$ cat src/rtl/vwd_pkg.sv
package vwd_pkg;

    typedef enum logic [1:0] {
        ST_LISTEN  = 2'd0,
        ST_CONFIRM = 2'd1,
        ST_WAKE    = 2'd2,
        ST_REPLAY  = 2'd3
    } vwd_state_e;

    // fractional bits of the confirmation ratio (ratio is in eighths)
    localparam int RATIO_FRAC = 3;

    typedef struct packed {
        logic wr;
        logic rd;
        logic drop;
        logic evict;
    } ring_op_t;

endpackage

$ cat src/rtl/vwd_energy.sv
module vwd_energy #(
    parameter int SAMPLE_W   = 16,
    parameter int FRAME_LOG2 = 4
) (
    input  logic                           clk,
    input  logic                           rst,
    input  logic                           in_valid,
    input  logic [SAMPLE_W-1:0]            in_sample,
    output logic                           frame_done,
    output logic [SAMPLE_W+FRAME_LOG2-1:0] frame_energy
);
    localparam int EW = SAMPLE_W + FRAME_LOG2;

    logic [FRAME_LOG2-1:0] idx;
    logic [EW-1:0]         acc;
    logic [SAMPLE_W-1:0]   mag;
    logic [EW-1:0]         sum_next;

    always_comb begin
        if (in_sample[SAMPLE_W-1])
            mag = (~in_sample) + {{(SAMPLE_W-1){1'b0}}, 1'b1};
        else
            mag = in_sample;
        sum_next = acc + {{FRAME_LOG2{1'b0}}, mag};
    end

    always_ff @(posedge clk) begin
        if (rst) begin
            idx          <= '0;
            acc          <= '0;
            frame_done   <= 1'b0;
            frame_energy <= '0;
        end else begin
            frame_done <= 1'b0;
            if (in_valid) begin
                idx <= idx + 1'b1;
                if (&idx) begin
                    frame_energy <= sum_next;
                    frame_done   <= 1'b1;
                    acc          <= '0;
                end else begin
                    acc <= sum_next;
                end
            end
        end
    end
endmodule

$ cat src/rtl/vwd_ring.sv
module vwd_ring
    import vwd_pkg::*;
#(
    parameter int SAMPLE_W = 16,
    parameter int DEPTH    = 32
) (
    input  logic                clk,
    input  logic                rst,
    input  logic                replay,
    input  logic                wr_en,
    input  logic [SAMPLE_W-1:0] wr_data,
    input  logic                rd_en,
    input  logic                clr_ovf,
    output logic [SAMPLE_W-1:0] rd_data,
    output logic                empty,
    output logic                ovf
);
    localparam int PW = $clog2(DEPTH);
    localparam int CW = PW + 1;

    logic [SAMPLE_W-1:0] mem [DEPTH];
    logic [PW-1:0]       wp;
    logic [PW-1:0]       rp;
    logic [CW-1:0]       cnt;
    logic                full;
    ring_op_t            op;

    always_comb begin
        full     = (cnt == CW'(DEPTH));
        empty    = (cnt == '0);
        op.rd    = replay && rd_en && !empty;
        op.wr    = wr_en && (!replay || !full || op.rd);
        op.drop  = wr_en && replay && full && !op.rd;
        op.evict = wr_en && !replay && full;
        rd_data  = mem[rp];
    end

    always_ff @(posedge clk) begin
        if (op.wr)
            mem[wp] <= wr_data;
    end

    always_ff @(posedge clk) begin
        if (rst) begin
            wp  <= '0;
            rp  <= '0;
            cnt <= '0;
        end else begin
            if (op.wr)
                wp <= wp + 1'b1;
            if (op.rd || op.evict)
                rp <= rp + 1'b1;
            if (op.wr && !op.evict && !op.rd)
                cnt <= cnt + 1'b1;
            else if (op.rd && !op.wr)
                cnt <= cnt - 1'b1;
        end
    end

    always_ff @(posedge clk) begin
        if (rst)
            ovf <= 1'b0;
        else if (clr_ovf)
            ovf <= 1'b0;
        else if (op.drop)
            ovf <= 1'b1;
    end
endmodule

$ cat src/rtl/vwd_ctrl.sv
module vwd_ctrl
    import vwd_pkg::*;
#(
    parameter int EW      = 20,
    parameter int RATIO_W = 4,
    parameter int CONF_W  = 4,
    parameter int SHIFT_W = 4
) (
    input  logic               clk,
    input  logic               rst,
    input  logic               frame_done,
    input  logic [EW-1:0]      frame_energy,
    input  logic [EW-1:0]      cfg_trig_thresh,
    input  logic [RATIO_W-1:0] cfg_ratio,
    input  logic [CONF_W-1:0]  cfg_confirm_frames,
    input  logic [SHIFT_W-1:0] cfg_avg_shift,
    input  logic [EW-1:0]      cfg_base_init,
    input  logic               wake_ack,
    input  logic               ring_empty,
    output vwd_state_e         state,
    output logic [EW-1:0]      noise_floor,
    output logic               replay_start
);
    localparam int CMP_W = EW + RATIO_W + 1;
    localparam int LPAD  = CMP_W - EW - RATIO_FRAC;

    logic [CMP_W-1:0]  lhs;
    logic [CMP_W-1:0]  rhs;
    logic              trig;
    logic              pass;
    logic [EW-1:0]     diff;
    logic [EW-1:0]     step;
    logic [EW-1:0]     floor_next;
    logic [CONF_W-1:0] hits;
    logic [CONF_W:0]   hits_inc;

    always_comb begin
        lhs  = {{LPAD{1'b0}}, frame_energy, {RATIO_FRAC{1'b0}}};
        rhs  = {{(RATIO_W+1){1'b0}}, noise_floor} * {{(EW+1){1'b0}}, cfg_ratio};
        pass = lhs > rhs;
        trig = frame_energy > cfg_trig_thresh;
        if (frame_energy >= noise_floor) begin
            diff       = frame_energy - noise_floor;
            step       = diff >> cfg_avg_shift;
            floor_next = noise_floor + step;
        end else begin
            diff       = noise_floor - frame_energy;
            step       = diff >> cfg_avg_shift;
            floor_next = noise_floor - step;
        end
        hits_inc     = {1'b0, hits} + 1'b1;
        replay_start = (state == ST_WAKE) && wake_ack;
    end

    always_ff @(posedge clk) begin
        if (rst) begin
            state       <= ST_LISTEN;
            noise_floor <= cfg_base_init;
            hits        <= '0;
        end else begin
            unique case (state)
                ST_LISTEN: begin
                    if (frame_done) begin
                        if (trig) begin
                            state <= ST_CONFIRM;
                            hits  <= '0;
                        end else begin
                            noise_floor <= floor_next;
                        end
                    end
                end
                ST_CONFIRM: begin
                    if (frame_done) begin
                        if (!pass)
                            state <= ST_LISTEN;
                        else if (hits_inc >= {1'b0, cfg_confirm_frames})
                            state <= ST_WAKE;
                        else
                            hits <= hits_inc[CONF_W-1:0];
                    end
                end
                ST_WAKE: begin
                    if (wake_ack)
                        state <= ST_REPLAY;
                end
                ST_REPLAY: begin
                    if (ring_empty)
                        state <= ST_LISTEN;
                end
                default: state <= ST_LISTEN;
            endcase
        end
    end
endmodule

$ cat src/rtl/voice_wake_detect.sv
module voice_wake_detect
    import vwd_pkg::*;
#(
    parameter int SAMPLE_W   = 16,
    parameter int FRAME_LOG2 = 4,
    parameter int BUF_DEPTH  = 32,
    parameter int RATIO_W    = 4,
    parameter int CONF_W     = 4,
    parameter int SHIFT_W    = 4,
    localparam int EW        = SAMPLE_W + FRAME_LOG2
) (
    input  logic                clk,
    input  logic                rst,
    input  logic                in_valid,
    input  logic [SAMPLE_W-1:0] in_sample,
    input  logic [EW-1:0]       cfg_trig_thresh,
    input  logic [RATIO_W-1:0]  cfg_ratio,
    input  logic [CONF_W-1:0]   cfg_confirm_frames,
    input  logic [SHIFT_W-1:0]  cfg_avg_shift,
    input  logic [EW-1:0]       cfg_base_init,
    output logic                wake_req,
    input  logic                wake_ack,
    output logic                out_valid,
    input  logic                out_ready,
    output logic [SAMPLE_W-1:0] out_sample,
    output logic                ovf_flag,
    output logic [EW-1:0]       noise_floor
);
    logic          frame_done;
    logic [EW-1:0] frame_energy;
    logic          ring_empty;
    logic          replay_start;
    vwd_state_e    state;

    vwd_energy #(
        .SAMPLE_W  (SAMPLE_W),
        .FRAME_LOG2(FRAME_LOG2)
    ) u_energy (
        .clk         (clk),
        .rst         (rst),
        .in_valid    (in_valid),
        .in_sample   (in_sample),
        .frame_done  (frame_done),
        .frame_energy(frame_energy)
    );

    vwd_ctrl #(
        .EW     (EW),
        .RATIO_W(RATIO_W),
        .CONF_W (CONF_W),
        .SHIFT_W(SHIFT_W)
    ) u_ctrl (
        .clk               (clk),
        .rst               (rst),
        .frame_done        (frame_done),
        .frame_energy      (frame_energy),
        .cfg_trig_thresh   (cfg_trig_thresh),
        .cfg_ratio         (cfg_ratio),
        .cfg_confirm_frames(cfg_confirm_frames),
        .cfg_avg_shift     (cfg_avg_shift),
        .cfg_base_init     (cfg_base_init),
        .wake_ack          (wake_ack),
        .ring_empty        (ring_empty),
        .state             (state),
        .noise_floor       (noise_floor),
        .replay_start      (replay_start)
    );

    vwd_ring #(
        .SAMPLE_W(SAMPLE_W),
        .DEPTH   (BUF_DEPTH)
    ) u_ring (
        .clk    (clk),
        .rst    (rst),
        .replay (state == ST_REPLAY),
        .wr_en  (in_valid),
        .wr_data(in_sample),
        .rd_en  (out_ready),
        .clr_ovf(replay_start),
        .rd_data(out_sample),
        .empty  (ring_empty),
        .ovf    (ovf_flag)
    );

    always_comb begin
        wake_req  = (state == ST_WAKE);
        out_valid = (state == ST_REPLAY) && !ring_empty;
    end
endmodule

$ cat config.mk
export PLATFORM = sky130hd
export DESIGN_NAME = voice_wake_detect
export DESIGN_NICKNAME = d
export VERILOG_FILES = /design/src/rtl/vwd_pkg.sv /design/src/rtl/vwd_energy.sv /design/src/rtl/vwd_ring.sv /design/src/rtl/vwd_ctrl.sv /design/src/rtl/voice_wake_detect.sv
export SDC_FILE = /design/constraint.sdc
export NUM_CORES = 1
export LEC_CHECK = 0
export BUFFER_PORTS_ARGS = -buffer_cell sky130_fd_sc_hd__buf_2
export CAP_MARGIN = 5
export CORE_ASPECT_RATIO = 0.5
export CORE_UTILIZATION = 57
export DETAILED_ROUTE_END_ITERATION = 8
export PLACE_DENSITY = 0.75
export SLEW_MARGIN = 40
export SYNTH_ARGS = -nofsm -noshare
export SYNTH_HDL_FRONTEND = slang
export SYNTH_SLANG_ARGS = --single-unit
$ cat constraint.sdc
create_clock -name clk -period 6.6 [get_ports clk]
set_input_delay 0.33 -clock clk [delete_from_list [all_inputs] [get_ports clk]]
set_output_delay 0.33 -clock clk [all_outputs]
set_load 0.03 [all_outputs]
==> flow_summary.yaml, run 1 <==
logic_synthesis:
  netlist_area_mm2: 0.0337
  synth-main-ff-cell: "edfxtp_1"
  yosys-top-cells-area: "edfxtp_1 (47%), mux4_2 (11%), ha_1 (6.1%), dfxtp_1 (4.3%), fa_1 (2.4%)"
  synth_top_cell_area_share_pct: 47.3
  synth.most_common_cell: "edfxtp_1"
  ys_async_sr_fraction_pct: 0
  ys_seq_area_share_pct: 51.7
  ys_ff_latch: 605
  syn_inst: 2604
  yosysWarnings: 0
  yosys-top-cells-count: "edfxtp_1 (532), inv_1 (177), nor2_1 (171)"
  syn-num-nets: 2882
  syn_area_per_cell_um2: 13.0
  synth_edf_count: 532
  synth_cell_types: 107
  synth_top_cell_by_area: "edfxtp_1"
detailed_routing:
  drt-wirelength-per-cell_um: 26.4
  drc: 0
  via_per_inst: 6.51
  vias: 23500
  drt_first_pass_iters: 6
  drt_iter0_drc: 2643
  totalWireLength_um: 95400
  detail-route-antenna-nets: 0
placement:
  dp_slack_ps: -9.62
  dp_hpwl_um: 62500
  io_buffers: 111
  gp_congestion: 1.02
floorplanning:
  ios: 112
  coreArea_mm2: 0.0579
  rows: 62
  die-area_mm2: 0.0602
  dieHeight_um: 174
  start_util_pct: 58.2
  fp.dieW_um: 346
setup_path:
  criticalPathCategory: "register to register"
  critical_path.max_fanout: 5
  critical_path.endpoint_type: "register"
  startpoint_type: "register"
  arrival_ps: 6900
  worstPathRequired_ps: 6920
  reg2regPathDepth: 27
sta:
  finalCriticalPeriod_ps: 6580
  period_share_pct: 99.8
  timing.hold.ws_ps: 15.9
  fin_ws_ps: 16.5
  tightest_slew_ps: 847
  drv_slew: 0
  rsz0062_at_grt: "true"
  slew_headroom_pct: 43.4
  clock.fmax_mhz: 152
  clock_skew_ps: 29.3
  setup_violations: 0
  hold_violations: 0
hold_path:
  hold_depth: 3
  hold_class: "primary input to register"
layout:
  nets: 3082
  drive_above_1_share_pct: 23.5
  fillers: 4041
  area_growth_syn_to_layout_pct: 13.4
  diodes: 0
global_route:
  grt_pass1_vias: 23400
  grt_use_total_pct: 31.6
  antenna_found_initial: 1
  grt_overflow_total: 0
  grt_max_degree: 94
  grt_pass1_wl_um: 143000
run_status:
  status: "finished, final reports clean"
power:
  pwr_density_cell_mw_per_mm2: 356
  finalPower_mw: 13.6
  power.leakage_nw: 14.1
  ir_drop_uv: 256
clock_network:
  cts-buffers-inserted: 52
  clk_pin_slew_ps: 70
  htree_levels: 2
  worstSkewPairLatency_ps: 610
  clockRootBuffer: "clkbuf_16"
  clk_path_buf_depth: 3
  numClockSinks: 605
  cts_tree: "built"
run:
  drv_cap: 0
## critical path, stage by stage (launching register included)
cell and delay (ps):
edfxtp_1 410, inv_1 90, ha_2 190, inv_2 40
fa_2 360, a211o_4 380, a211o_1 350, a31o_1 260
xor2_2 200, mux4_2 480, mux2_4 290, o21ai_4 240
buf_6 130, and4b_4 250, nand2b_4 60, or3_4 340
xnor2_2 150, mux2i_1 90, ha_1 380, a21o_1 200
a31oi_2 170, o211ai_1 120, and2_1 170, a41o_1 200
o41a_1 390, a21oi_1 150, a22o_1 160, o31ai_2 60
## metrics by stage
stage,util [%],setup TNS (ps),area (µm²),instances
floorplan,-,0,33800,2604
global placement,62.0,0,35900,3500
detailed placement,62.2,-9.73,36100,3501
CTS,65.2,0,37800,3598
global route,66.0,-664,38300,3614
finish,66.0,0,38300,3614
## power by group
group / internal, mW / switching, mW / total [mW]
clock: 1.70 / 1.42 / 3.12
sequential: 4.29 / 0.105 / 4.39
combinational: 2.68 / 3.43 / 6.11
total: 8.66 / 4.96 / 13.6
## flip-flops by register name, indices dropped and copies added, names as in the netlist, named ones only
name,cells
u_ctrl.state,1
u_ring.wp,5
u_ring.ovf,1
u_ring.mem,512
u_energy.idx,4
u_ctrl.hits,4
u_ring.cnt,6
u_ctrl.noise_floor,20
u_energy.acc,20
u_energy.frame_energy,20
u_energy.frame_done,1
u_ring.rp,5
## final timing paths
path | start | slack, ps | to
max | u_ctrl.noise_floor[0] | 20 | u_ctrl.noise_floor[19]
min | cfg_base_init[14] | 20 | u_ctrl.noise_floor[14]
max reg2reg | u_ctrl.noise_floor[0] | 20 | u_ctrl.noise_floor[19]
min reg2reg | u_ctrl.hits[1] | 520 | u_ctrl.hits[1]
## layout by cell type, fill, tap and decap left out, types with 93 or more instances in the layout
| cell | count |
|---|---|
| mux4_2 | 170 |
| inv_1 | 176 |
| buf_2 | 111 |
| ha_1 | 160 |
| o21ai_0 | 93 |
| edfxtp_1 | 532 |
| nor2_1 | 143 |
| buf_4 | 150 |
| nand2_1 | 161 |
| a21oi_1 | 95 |
## logic make-up after synthesis
family          synth area share, %
compound gates                 10.6
xor+xnor                       3.09
fa+ha+maj                      8.51
buf+inv                        3.49
flops                          51.7
mux                            13.6
simple gates                   9.08
## layer usage
metal / up-vias / wire, µm / global-route usage (%)
met5: - / 0 / 0
met4: 0 / 4690 / 13.5
met3: 248 / 7260 / 4.21
met2: 1231 / 46500 / 54.1
met1: 11800 / 36900 / 40.6
li1: 10300 / - / -
## layout make-up
class,instances,area [µm²],area share (%)
sequential,605,17500,45.6
clock buffer,61,1340,3.49
multi-input combinational,1698,15700,40.9
clock inverter,35,370,0.968
tap,768,961,2.51
inverter,179,672,1.76
timing repair buffer,268,1820,4.75
## repair_timing
action | CTS | global route
setup buffers | 0 | 14
hold buffers | 1 | 0
pin swaps | 1 | 48
hold endpoints to repair | 1 | 0
endpoints found under the setup margin | 4 | 12
resized for setup | 3 | 71
(Power assumes the default switching activity.)
==> inputs of run 2 (changes only) <==
--- a/config.mk
+++ b/config.mk
@@ -14,4 +14,6 @@
 export SLEW_MARGIN = 40
 export SYNTH_ARGS = -nofsm -noshare
 export SYNTH_HDL_FRONTEND = slang
+export SYNTH_HIERARCHICAL = 1
 export SYNTH_SLANG_ARGS = --single-unit
+export TNS_END_PERCENT = 20
==> run 2 against run 1 <==
Against the previous run:
- global-route usage hardly changed
- register-to-register slack better by 220 ps
- die area is 0.63% higher
- power is 10% lower
- first-iteration DRC count is 12% lower
- design area is 0.46% higher
- fmax is 3.4% higher
- sequential power is 0.9% lower
- hold slack better by 11 ps
- sequential cell count stayed put
- synthesized cell count is 1.5% higher
- largest power group unchanged
- routed wire length is 1.2% higher
==> flow_summary.yaml, run 2 <==
logic_synthesis:
  ys_ff_latch: 605
  ys_seq_area_share_pct: 51.3
  yosysWarnings: 6
  synth_edf_count: 532
  synth-main-ff-cell: "edfxtp_1"
  netlist_area_mm2: 0.0340
  syn_inst: 2642
  syn-num-nets: 2922
  synth_cell_types: 115
  yosys-top-cells-count: "edfxtp_1 (532), inv_1 (173), ha_1 (166)"
  yosys-top-cells-area: "edfxtp_1 (47%), mux4_2 (11%), ha_1 (6.1%), dfxtp_1 (4.3%), fa_1 (2.4%)"
  synth_top_cell_area_share_pct: 47.0
  synth.most_common_cell: "edfxtp_1"
  syn_area_per_cell_um2: 12.9
  synth_top_cell_by_area: "edfxtp_1"
  ys_async_sr_fraction_pct: 0
sta:
  hold_violations: 0
  slew_headroom_pct: 46.3
  tightest_slew_ps: 798
  timing.hold.ws_ps: 26.7
  drv_slew: 0
  finalCriticalPeriod_ps: 6360
  clock_skew_ps: 25.7
  period_share_pct: 96.4
  setup_violations: 0
  clock.fmax_mhz: 157
layout:
  largest-register: "u_ring/mem"
  nets: 3149
  finalNonFillerCells: 3682
  final_cell_mix: "edfxtp_1 (532), buf_4 (182), inv_1 (173)"
  area_growth_syn_to_layout_pct: 13.2
  largest_reg_flops: 512
  layout_commonest_cell: "edfxtp_1"
  drive_above_1_share_pct: 24.3
power:
  power.switching_mw: 4.40
  power.leakage_nw: 14.1
  pwr_density_cell_mw_per_mm2: 319
  combPwrFrac_pct: 40.4
  pwr-share-seq_pct: 35.5
  ir_drop_uv: 201
  finalPower_mw: 12.3
  swShare_pct: 35.9
  p_int_mw: 7.86
  clkPwrFrac_pct: 24.1
global_route:
  grt_pass1_vias: 23400
  grt_use_total_pct: 31.6
  grt_max_degree: 84
  grt_pass1_wl_um: 144000
  grt_overflow_total: 0
  antenna_found_initial: 4
floorplanning:
  die-area_mm2: 0.0606
  dieHeight_um: 175
  fp.dieW_um: 347
  ios: 112
  start_util_pct: 58.5
  coreArea_mm2: 0.0581
  rows: 62
detailed_routing:
  drt_first_pass_iters: 5
  via_per_inst: 6.44
  totalWireLength_um: 96500
  detail-route-antenna-nets: 0
  drt_iter0_drc: 2316
  vias: 23700
  drc: 0
  drt-wirelength-per-cell_um: 26.2
clock_network:
  numClockSinks: 605
  htree_levels: 2
  worstSkewPairLatency_ps: 600
  cts_tree: "built"
  clockRootBuffer: "clkbuf_16"
  hold_buffers: 0
  clk_path_buf_depth: 3
  cts-buffers-inserted: 52
  clk_pin_slew_ps: 70
placement:
  dp_hpwl_um: 63600
  gp_congestion: 0.975
  placed_cells: 3568
  io_buffers: 111
setup_path:
  max_stage_delay_ps: 420
  critical_path.endpoint_type: "register"
  crit_slowest_cell: "fa_1"
  worstPathRequired_ps: 6910
  criticalPathCategory: "register to register"
  startpoint_type: "register"
  critical_path.max_fanout: 7
  arrival_ps: 6670
  reg2regPathDepth: 28
  path_common_cell: "a21oi_2"
hold_path:
  hold_depth: 3
  hold_class: "primary input to register"
run:
  drv_cap: 0
run_status:
  status: "finished, final reports clean"
run 2: cell types whose count changed after synthesis, moves of 8 or more:
cell,change
mux4_2,-9
buf_2,+11
nand2b_1,+9
nand2_1,-8
o21ai_1,+8
nor2_1,-12
a21oi_1,+21
run 2: kinds of logic (layout without fill, tap and decap cells):
family	after synthesis	in the layout	synth area share, %
AOI/OAI and AO/OA	565	565	11.6
xor gates and xnor gates	117	117	3.04
adders and majority gates	207	207	8.53
buffers and inverters	301	569	3.51
DFF	605	605	51.3
muxes	223	223	12.6
other	0	4	0
and+or+nand+nor	624	624	9.31
run 2: worst paths after layout:
check             slack [ps]                  start                      to
hold / removal            30      cfg_base_init[18]  u_ctrl/noise_floor[18]
hold reg to reg          460       u_energy/acc[14]        u_energy/acc[14]
setup reg to reg         240  u_ctrl/noise_floor[3]  u_ctrl/noise_floor[16]
setup / recovery         240  u_ctrl/noise_floor[3]  u_ctrl/noise_floor[16]
run 2: cell type report:
type                    count  area (µm²)
diodes                      4        10.0
clock buffers              65        1350
clock inverters            30         246
fillers                  4090       19700
inverters                 176         661
multi-input cells        1736       15800
flip-flops and latches    605       17500
well taps                 768         961
repair buffers            298        2000
run 2: power by group through the flow:
| stage | logic [mW] | clock network (mW) | registers, mW |
|---|---|---|---|
| 6_report | 4.95 | 2.95 | 4.35 |
| 2_1_floorplan | 3.04 | 0 | 4.51 |
| 4_1_cts | 4.60 | 2.98 | 4.35 |
| 3_3_place_gp | 4.49 | 0 | 4.43 |
| 5_1_grt | 5.37 | 3.12 | 4.36 |
| 3_5_place_dp | 4.55 | 0 | 4.43 |
run 2: per-stage QoR:
step	area [µm²]	setup slack [ps]	utilization (%)	TNS [ps]
final	38400	235	66.2	0
after global routing	38400	-48.1	66.2	-128
after CTS	38000	-2.86	65.4	-4.36
after detailed placement	36400	-163	62.6	-470
after global placement	36300	17.9	62.5	0
after floorplan	34000	88.6	-	0
run 2: per-layer routing:
| layer | vias up | track usage, % | routed length, µm |
|---|---|---|---|
| li1 | 10500 | - | - |
| met1 | 11800 | 42.2 | 37700 |
| met2 | 1173 | 52.9 | 46600 |
| met3 | 217 | 4.34 | 8010 |
| met4 | 0 | 12.3 | 4110 |
| met5 | - | 0 | 0 |
run 2: critical path: cells and delay by family (launching register included):
family / cells / cell delay (ps)
AOI/OAI and AO/OA: 17 / 3370
adders and majority gates: 3 / 980
buffers and inverters: 3 / 470
DFF: 1 / 390
muxes: 1 / 310
and+or+nand+nor: 2 / 300
xor gates and xnor gates: 2 / 250
run 2: what timing repair did:
action / 4_1_cts / 5_1_grt
setup buffers: 0 / 15
resized for setup: 2 / 79
endpoints found under the hold margin: 0 / 0
pin swaps: 0 / 20
setup endpoints to repair: 5 / 13
